===== config.mk =====
export PLATFORM = sky130hd
export DESIGN_NAME = rtc_lockram
export DESIGN_NICKNAME = d
export VERILOG_FILES = /design/src/rtl/rtc_pkg.sv /design/src/rtl/rtc_prescaler.sv /design/src/rtl/rtc_calendar.sv /design/src/rtl/rtc_alarm.sv /design/src/rtl/rtc_ram.sv /design/src/rtl/rtc_lockram.sv
export SDC_FILE = /design/constraint.sdc
export NUM_CORES = 2
export LEC_CHECK = 0
export BUFFER_PORTS_ARGS = -buffer_cell sky130_fd_sc_hd__buf_4
export CAP_MARGIN = 30
export CORE_MARGIN = 5
export CORE_UTILIZATION = 40
export DETAILED_ROUTE_END_ITERATION = 8
export SLEW_MARGIN = 10
export SYNTH_ARGS = -nofsm -noshare
export SYNTH_HDL_FRONTEND = slang
export SYNTH_HIERARCHICAL = 1
export SYNTH_SLANG_ARGS = --single-unit

===== constraint.sdc =====
create_clock -name clk -period 4.41 [get_ports clk]
set_clock_uncertainty 0.1 [all_clocks]
set_input_delay 0.882 -clock clk [delete_from_list [all_inputs] [get_ports clk]]
set_output_delay 0.882 -clock clk [all_outputs]
set_load 0.005 [all_outputs]

===== src/rtl/rtc_pkg.sv =====
package rtc_pkg;

    typedef struct packed {
        logic [7:0] year;
        logic [7:0] mon;
        logic [7:0] day;
        logic [7:0] hour;
        logic [7:0] min;
        logic [7:0] sec;
    } rtc_time_t;

    typedef enum logic [2:0] {
        ST_IDLE,
        ST_SEC,
        ST_MIN,
        ST_HOUR,
        ST_DAY,
        ST_MON,
        ST_YEAR,
        ST_CHECK
    } cal_state_t;

    localparam int NUM_ALARM_FIELDS = 5;

    function automatic logic [7:0] days_in_month(input logic [7:0] mon, input logic [7:0] year);
        logic [7:0] len;
        case (mon)
            8'd2:                       len = (year[1:0] == 2'b00) ? 8'd29 : 8'd28;
            8'd4, 8'd6, 8'd9, 8'd11:    len = 8'd30;
            default:                    len = 8'd31;
        endcase
        return len;
    endfunction

endpackage


===== src/rtl/rtc_prescaler.sv =====
module rtc_prescaler #(
    parameter int TICKS_PER_SEC = 32768
) (
    input  logic clk,
    input  logic rst_n,
    input  logic tick_en,
    input  logic clear,
    output logic sec_pulse
);
    localparam int CW = (TICKS_PER_SEC > 1) ? $clog2(TICKS_PER_SEC) : 1;
    localparam logic [CW-1:0] LAST = CW'(TICKS_PER_SEC - 1);

    logic [CW-1:0] cnt_q;

    assign sec_pulse = tick_en && !clear && (cnt_q == LAST);

    always_ff @(posedge clk) begin
        if (!rst_n || clear) begin
            cnt_q <= '0;
        end else if (tick_en) begin
            if (cnt_q == LAST) cnt_q <= '0;
            else               cnt_q <= cnt_q + 1'b1;
        end
    end
endmodule


===== src/rtl/rtc_calendar.sv =====
module rtc_calendar
    import rtc_pkg::*;
(
    input  logic       clk,
    input  logic       rst_n,
    input  logic       sec_pulse,
    input  logic       wr_en,
    input  logic [2:0] wr_idx,
    input  logic [7:0] wr_data,
    output rtc_time_t  now,
    output logic       check_pulse
);
    cal_state_t state_q, state_d;
    rtc_time_t  t_q;
    logic [7:0] month_len;

    assign month_len   = days_in_month(t_q.mon, t_q.year);
    assign now         = t_q;
    assign check_pulse = (state_q == ST_CHECK);

    always_ff @(posedge clk) begin
        if (!rst_n) state_q <= ST_IDLE;
        else        state_q <= state_d;
    end

    always_comb begin
        state_d = state_q;
        unique case (state_q)
            ST_IDLE:  state_d = sec_pulse ? ST_SEC : ST_IDLE;
            ST_SEC:   state_d = (t_q.sec  >= 8'd59)    ? ST_MIN  : ST_CHECK;
            ST_MIN:   state_d = (t_q.min  >= 8'd59)    ? ST_HOUR : ST_CHECK;
            ST_HOUR:  state_d = (t_q.hour >= 8'd23)    ? ST_DAY  : ST_CHECK;
            ST_DAY:   state_d = (t_q.day  >= month_len) ? ST_MON : ST_CHECK;
            ST_MON:   state_d = (t_q.mon  >= 8'd12)    ? ST_YEAR : ST_CHECK;
            ST_YEAR:  state_d = ST_CHECK;
            ST_CHECK: state_d = ST_IDLE;
        endcase
    end

    always_ff @(posedge clk) begin
        if (!rst_n) begin
            t_q <= '{year: 8'd0, mon: 8'd1, day: 8'd1, hour: 8'd0, min: 8'd0, sec: 8'd0};
        end else if (wr_en) begin
            case (wr_idx)
                3'd0:    t_q.sec  <= wr_data;
                3'd1:    t_q.min  <= wr_data;
                3'd2:    t_q.hour <= wr_data;
                3'd3:    t_q.day  <= wr_data;
                3'd4:    t_q.mon  <= wr_data;
                3'd5:    t_q.year <= wr_data;
                default: ;
            endcase
        end else begin
            unique case (state_q)
                ST_SEC:  t_q.sec  <= (t_q.sec  >= 8'd59)     ? 8'd0 : t_q.sec  + 8'd1;
                ST_MIN:  t_q.min  <= (t_q.min  >= 8'd59)     ? 8'd0 : t_q.min  + 8'd1;
                ST_HOUR: t_q.hour <= (t_q.hour >= 8'd23)     ? 8'd0 : t_q.hour + 8'd1;
                ST_DAY:  t_q.day  <= (t_q.day  >= month_len) ? 8'd1 : t_q.day  + 8'd1;
                ST_MON:  t_q.mon  <= (t_q.mon  >= 8'd12)     ? 8'd1 : t_q.mon  + 8'd1;
                ST_YEAR: t_q.year <= (t_q.year >= 8'd99)     ? 8'd0 : t_q.year + 8'd1;
                ST_IDLE, ST_CHECK: ;
            endcase
        end
    end
endmodule


===== src/rtl/rtc_alarm.sv =====
module rtc_alarm
    import rtc_pkg::*;
(
    input  logic                              clk,
    input  logic                              rst_n,
    input  logic [NUM_ALARM_FIELDS-1:0][7:0]  cur,
    input  logic                              check,
    input  logic                              wr_en,
    input  logic [2:0]                        wr_idx,
    input  logic [7:0]                        wr_data,
    input  logic                              clr,
    input  logic [2:0]                        rd_idx,
    output logic [7:0]                        rd_data,
    output logic                              hit,
    output logic                              wake
);
    logic [NUM_ALARM_FIELDS-1:0][7:0] alm_q;
    logic [NUM_ALARM_FIELDS-1:0]      mask_q;
    logic [NUM_ALARM_FIELDS-1:0]      field_ok;

    for (genvar i = 0; i < NUM_ALARM_FIELDS; i++) begin : g_cmp
        assign field_ok[i] = !mask_q[i] || (cur[i] == alm_q[i]);
    end

    assign hit = check && (&field_ok);

    always_ff @(posedge clk) begin
        if (!rst_n) begin
            alm_q  <= '0;
            mask_q <= '0;
        end else if (wr_en) begin
            if (wr_idx == 3'd5) mask_q <= wr_data[NUM_ALARM_FIELDS-1:0];
            else                alm_q[wr_idx] <= wr_data;
        end
    end

    always_ff @(posedge clk) begin
        if (!rst_n)   wake <= 1'b0;
        else if (hit) wake <= 1'b1;
        else if (clr) wake <= 1'b0;
    end

    always_comb begin
        case (rd_idx)
            3'd0, 3'd1, 3'd2, 3'd3, 3'd4: rd_data = alm_q[rd_idx];
            3'd5:    rd_data = {{(8-NUM_ALARM_FIELDS){1'b0}}, mask_q};
            default: rd_data = 8'h00;
        endcase
    end
endmodule


===== src/rtl/rtc_ram.sv =====
module rtc_ram #(
    parameter logic [7:0] WIN_A_BASE = 8'h20,
    parameter logic [7:0] WIN_B_BASE = 8'hF8,
    parameter int         WIN_BYTES  = 8,
    parameter int         DEPTH      = 256
) (
    input  logic       clk,
    input  logic       rst_n,
    input  logic       wr_en,
    input  logic [7:0] addr,
    input  logic [7:0] wr_data,
    input  logic       lock_wr,
    input  logic [1:0] lock_bits,
    output logic [7:0] rd_data,
    output logic [1:0] lock_q
);
    logic [7:0] mem [DEPTH];
    logic [1:0] in_win;
    logic       sealed;

    for (genvar w = 0; w < 2; w++) begin : g_win
        localparam logic [7:0] BASE = (w == 0) ? WIN_A_BASE : WIN_B_BASE;
        logic [7:0] off;
        assign off       = addr - BASE;
        assign in_win[w] = (addr >= BASE) && (off < 8'(WIN_BYTES));
    end

    assign sealed  = |(in_win & lock_q);
    assign rd_data = sealed ? 8'hFF : mem[addr];

    always_ff @(posedge clk) begin
        if (wr_en && !sealed) mem[addr] <= wr_data;
    end

    always_ff @(posedge clk) begin
        if (!rst_n)       lock_q <= 2'b00;
        else if (lock_wr) lock_q <= lock_q | lock_bits;
    end
endmodule


===== src/rtl/rtc_lockram.sv =====
module rtc_lockram
    import rtc_pkg::*;
#(
    parameter int         TICKS_PER_SEC = 32768,
    parameter logic [7:0] WIN_A_BASE    = 8'h20,
    parameter logic [7:0] WIN_B_BASE    = 8'hF8,
    parameter int         WIN_BYTES     = 8
) (
    input  logic       clk,
    input  logic       rst_n,
    input  logic       tick_en,
    input  logic       bus_sel,
    input  logic       bus_wr,
    input  logic [8:0] bus_addr,
    input  logic [7:0] bus_wdata,
    output logic [7:0] bus_rdata,
    output logic       wake
);
    logic       is_ram, is_low, is_time, is_alarm, is_status, is_lock;
    logic       wr_cyc, rd_cyc;
    logic       time_wr, alarm_wr, status_clr, lock_wr;
    logic       sec_pulse, check_pulse, alarm_hit;
    logic [7:0] alarm_rd, ram_rd, rd_mux, rdata_q;
    logic [1:0] lock_q;
    rtc_time_t  now;

    assign wr_cyc    = bus_sel && bus_wr;
    assign rd_cyc    = bus_sel && !bus_wr;
    assign is_ram    = bus_addr[8];
    assign is_low    = (bus_addr[8:4] == 5'd0);
    assign is_time   = is_low && !bus_addr[3] && (bus_addr[2:0] < 3'd6);
    assign is_alarm  = is_low && bus_addr[3] && (bus_addr[2:0] < 3'd6);
    assign is_status = is_low && (bus_addr[3:0] == 4'hE);
    assign is_lock   = is_low && (bus_addr[3:0] == 4'hF);

    assign time_wr    = wr_cyc && is_time;
    assign alarm_wr   = wr_cyc && is_alarm;
    assign status_clr = wr_cyc && is_status && bus_wdata[0];
    assign lock_wr    = wr_cyc && is_lock;

    rtc_prescaler #(.TICKS_PER_SEC(TICKS_PER_SEC)) u_presc (
        .clk       (clk),
        .rst_n     (rst_n),
        .tick_en   (tick_en),
        .clear     (time_wr),
        .sec_pulse (sec_pulse)
    );

    rtc_calendar u_cal (
        .clk         (clk),
        .rst_n       (rst_n),
        .sec_pulse   (sec_pulse),
        .wr_en       (time_wr),
        .wr_idx      (bus_addr[2:0]),
        .wr_data     (bus_wdata),
        .now         (now),
        .check_pulse (check_pulse)
    );

    rtc_alarm u_alarm (
        .clk     (clk),
        .rst_n   (rst_n),
        .cur     ({now.mon, now.day, now.hour, now.min, now.sec}),
        .check   (check_pulse),
        .wr_en   (alarm_wr),
        .wr_idx  (bus_addr[2:0]),
        .wr_data (bus_wdata),
        .clr     (status_clr),
        .rd_idx  (bus_addr[2:0]),
        .rd_data (alarm_rd),
        .hit     (alarm_hit),
        .wake    (wake)
    );

    rtc_ram #(
        .WIN_A_BASE (WIN_A_BASE),
        .WIN_B_BASE (WIN_B_BASE),
        .WIN_BYTES  (WIN_BYTES)
    ) u_ram (
        .clk       (clk),
        .rst_n     (rst_n),
        .wr_en     (wr_cyc && is_ram),
        .addr      (bus_addr[7:0]),
        .wr_data   (bus_wdata),
        .lock_wr   (lock_wr),
        .lock_bits (bus_wdata[1:0]),
        .rd_data   (ram_rd),
        .lock_q    (lock_q)
    );

    always_comb begin
        rd_mux = 8'h00;
        if (is_ram) begin
            rd_mux = ram_rd;
        end else if (is_time) begin
            case (bus_addr[2:0])
                3'd0:    rd_mux = now.sec;
                3'd1:    rd_mux = now.min;
                3'd2:    rd_mux = now.hour;
                3'd3:    rd_mux = now.day;
                3'd4:    rd_mux = now.mon;
                default: rd_mux = now.year;
            endcase
        end else if (is_alarm) begin
            rd_mux = alarm_rd;
        end else if (is_status) begin
            rd_mux = {7'd0, wake};
        end else if (is_lock) begin
            rd_mux = {6'd0, lock_q};
        end
    end

    always_ff @(posedge clk) begin
        if (!rst_n)      rdata_q <= 8'h00;
        else if (rd_cyc) rdata_q <= rd_mux;
    end

    assign bus_rdata = rdata_q;
endmodule


==> results.md <==
* Final estimated routing congestion in global placement at 0.911
* Result of the run: finished, final reports clean
* Fraction of power consumed by combinational cells at 6.3%
* Instance count after placement with tap cells included at 7456
* Data required time of the worst path at 5010 ps
* Worst slack, placed at -305 ps
* Number of standard-cell rows in the floorplan at 171
* Sum of overflow across all layers after global routing at 0
* Synth warn at 6
* TritonCTS clock tree: yes
* Slew at the pin closest to its max-slew limit at 1040 ps
* Met3 usage at 4.58%
* Cell at the slowest stage of the critical path: a2111oi_0
* Worst slew margin relative to its limit at 30.5%
* Static Leakage at 31.4 nW
* CTS HTree Levels at 4
* Worst hold slack across all endpoints at 275 ps
* Via count at 46270
* Final core utilization at 46.1%
* CTS-repair resized insts at 0
* Global routing met2 resource utilization at 32.4%
* Share of cells above drive strength 1 at 25.6%
* Number of buffers added by the clock tree synthesis step at 215
* Post-layout minimum cycle time at 3850 ps
* First-pass GRT wire length at 338000 um
* Startpoint types: input pin
* Number of max-slew violations in the final report at 0
* Starting density of the core at 40.1%
* Clock Latency Late Sink at 850 ps
* Clock Sinks at 2170
* Class of the most critical setup path: input pin to flip-flop
* Number of nets in the synthesized netlist at 4542
* Post-route non-filler standard cell count at 7883
* Clock power frac at 41.2%
* Buffer type at the clock tree root: clkbuf_16
* Instance area at placement at 92700 um2
* Number of ports placed on the die boundary at 31
* Drt initial violations at 5012
* RSZ-0062 raised after global routing: no
* Proportion of power drawn by flip-flops and latches at 52.5%
* Final instance area at 99800 um2
* Highest cell delay on the worst timing path at 630 ps
* GR Util met1 at 29.0%
* Remaining DRCs at 0
* Biggest fanout along the worst timing path at 20
* Area of the placeable core at 217000 um2
* Initial antenna violation count at 7
* Final hold vios at 0
* Die Area at 227000 um2
* Buffer count from post-CTS setup fixing at 0
* Fillcell total at 18067
* Via count of the first global-routing pass at 45554
* Sw frac at 22.4%
* Critical Path AT at 4460 ps
* Avg Vias per Cell at 5.87
* Hold_buf cts at 0
* Die extent in y at 476 um
* Fmax achieved at 260 MHz
* Pin count of the biggest net entering global routing at 137
* Final Total Pwr at 43.4 mW
* Clock edge transition at the registers on the reported setup and hold paths at 60 ps
* Aggregate routed wire length at 237000 um
* Busiest grt layer: met2
* Number of setup violations in the final report at 0
* Post-route worst setup slack at 557 ps
* Number of max-cap violations at 0
* Worst vdd ir at 0.424 mV
* Antenna Violating Nets Remaining at 0
* Routed WL per cell at 30.0 um
* Type of the tightest min-delay check: input pin to flip-flop
* Final total negative setup slack at 0 ps
* GR Util All Layers at 20.7%
* CP cell instances: buf_8 -> buf_12 -> buf_12 -> mux4_2 -> mux2i_1 -> or3_1 -> o21ai_0 -> a2111oi_0 -> buf_4 -> o311ai_1 -> a21oi_1 -> o32ai_1
* Cell area power density at 434 nW/um2
* Floorplan die width at 476 um
* Crit path top cell by count: buf_12
* Post-Synthesis Cells at 4503
* Total internal power at 33.7 mW
* Endpoint class of the critical path: flip-flop
* Final clock period utilization by the worst path at 87.4%
* Length of the first detailed-routing pass in iterations at 8
* Deepest clock path buffer count at 3
* Layout net count at 4880
* Layout Area Growth over Synthesis at 15.0%
* Avg Cell Area, Syn at 19.3 um2
* Count of port buffers added during placement at 30
* Switching power at 9.70 mW
* Total standard cell area after synthesis at 86800 um2
* Total half-perimeter wirelength after legalization and detailed placement at 152000 um
area by class of cell:
type | count | area (um2) | area share, %
flip-flops and latches | 2170 | 63900 | 64.1
multi-input cells | 2036 | 21400 | 21.5
clock buffers | 266 | 5610 | 5.62
repair buffers | 382 | 3830 | 3.84
well taps | 2854 | 3570 | 3.58
clock inverters | 136 | 1300 | 1.30
inverters | 36 | 135 | 0.135
diodes | 3 | 7.51 | 0.00752
worst paths after layout:
path              depth (start not counted)  slack [ps]              start                end
hold reg to reg                           2         400  u_alarm/alm_q[27]  u_alarm/alm_q[27]
hold / removal                            3         280            tick_en   u_presc/cnt_q[1]
setup / recovery                         12         560        bus_addr[0]       bus_rdata[0]
setup reg to reg                         11         870    u_ram/mem[3][1]       bus_rdata[1]
layout by cell type, fill, tap and decap left out, drive strengths merged, types with 31 or more instances in the layout:
cell type	instances
edfxtp	2048
a21boi	40
inv	40
clkbuf	268
mux4	535
clkinv	110
nand3	50
xnor2	49
nor3	39
nor2b	31
o22ai	52
o21ai	45
nand2	216
dfxtp	122
a22oi	54
a21oi	58
nor2	351
mux2i	147
buf	380
power groups by stage:
stage | Sequential [mW] | Combinational [mW] | Clock [mW]
5_1_grt | 22.8 | 2.89 | 19.1
4_1_cts | 22.8 | 2.73 | 18.2
3_5_place_dp | 23.2 | 2.72 | 0
2_1_floorplan | 23.1 | 1.51 | 0
6_report | 22.8 | 2.73 | 17.9
3_3_place_gp | 23.2 | 2.69 | 0
sequential cells by signal, summed over array words and instances, names as in the netlist:
signal	count
u_presc/cnt_q	15
u_alarm/mask_q	5
u_cal/state_q	3
u_ram/lock_q	2
u_ram/mem	2048
u_cal/now	48
u_alarm/alm_q	40
bus_rdata	8
u_alarm/wake	1
worst max-delay path: cells and delay by family:
kind / cells / cell delay, ps
muxes: 2 / 760
AOI/OAI and AO/OA: 5 / 1520
and+or+nand+nor: 1 / 140
buffers and inverters: 4 / 1040
routing by layer:
metal | wire length [um] | part of all wire (%) | vias up
met5 | 8 | 0.0034 | -
met4 | 8220 | 3.5 | 2
met3 | 19900 | 8.4 | 413
met2 | 111000 | 47 | 2110
met1 | 97400 | 41 | 24583
li1 | - | - | 19162
Note: power is estimated with default switching activity, not from simulation.
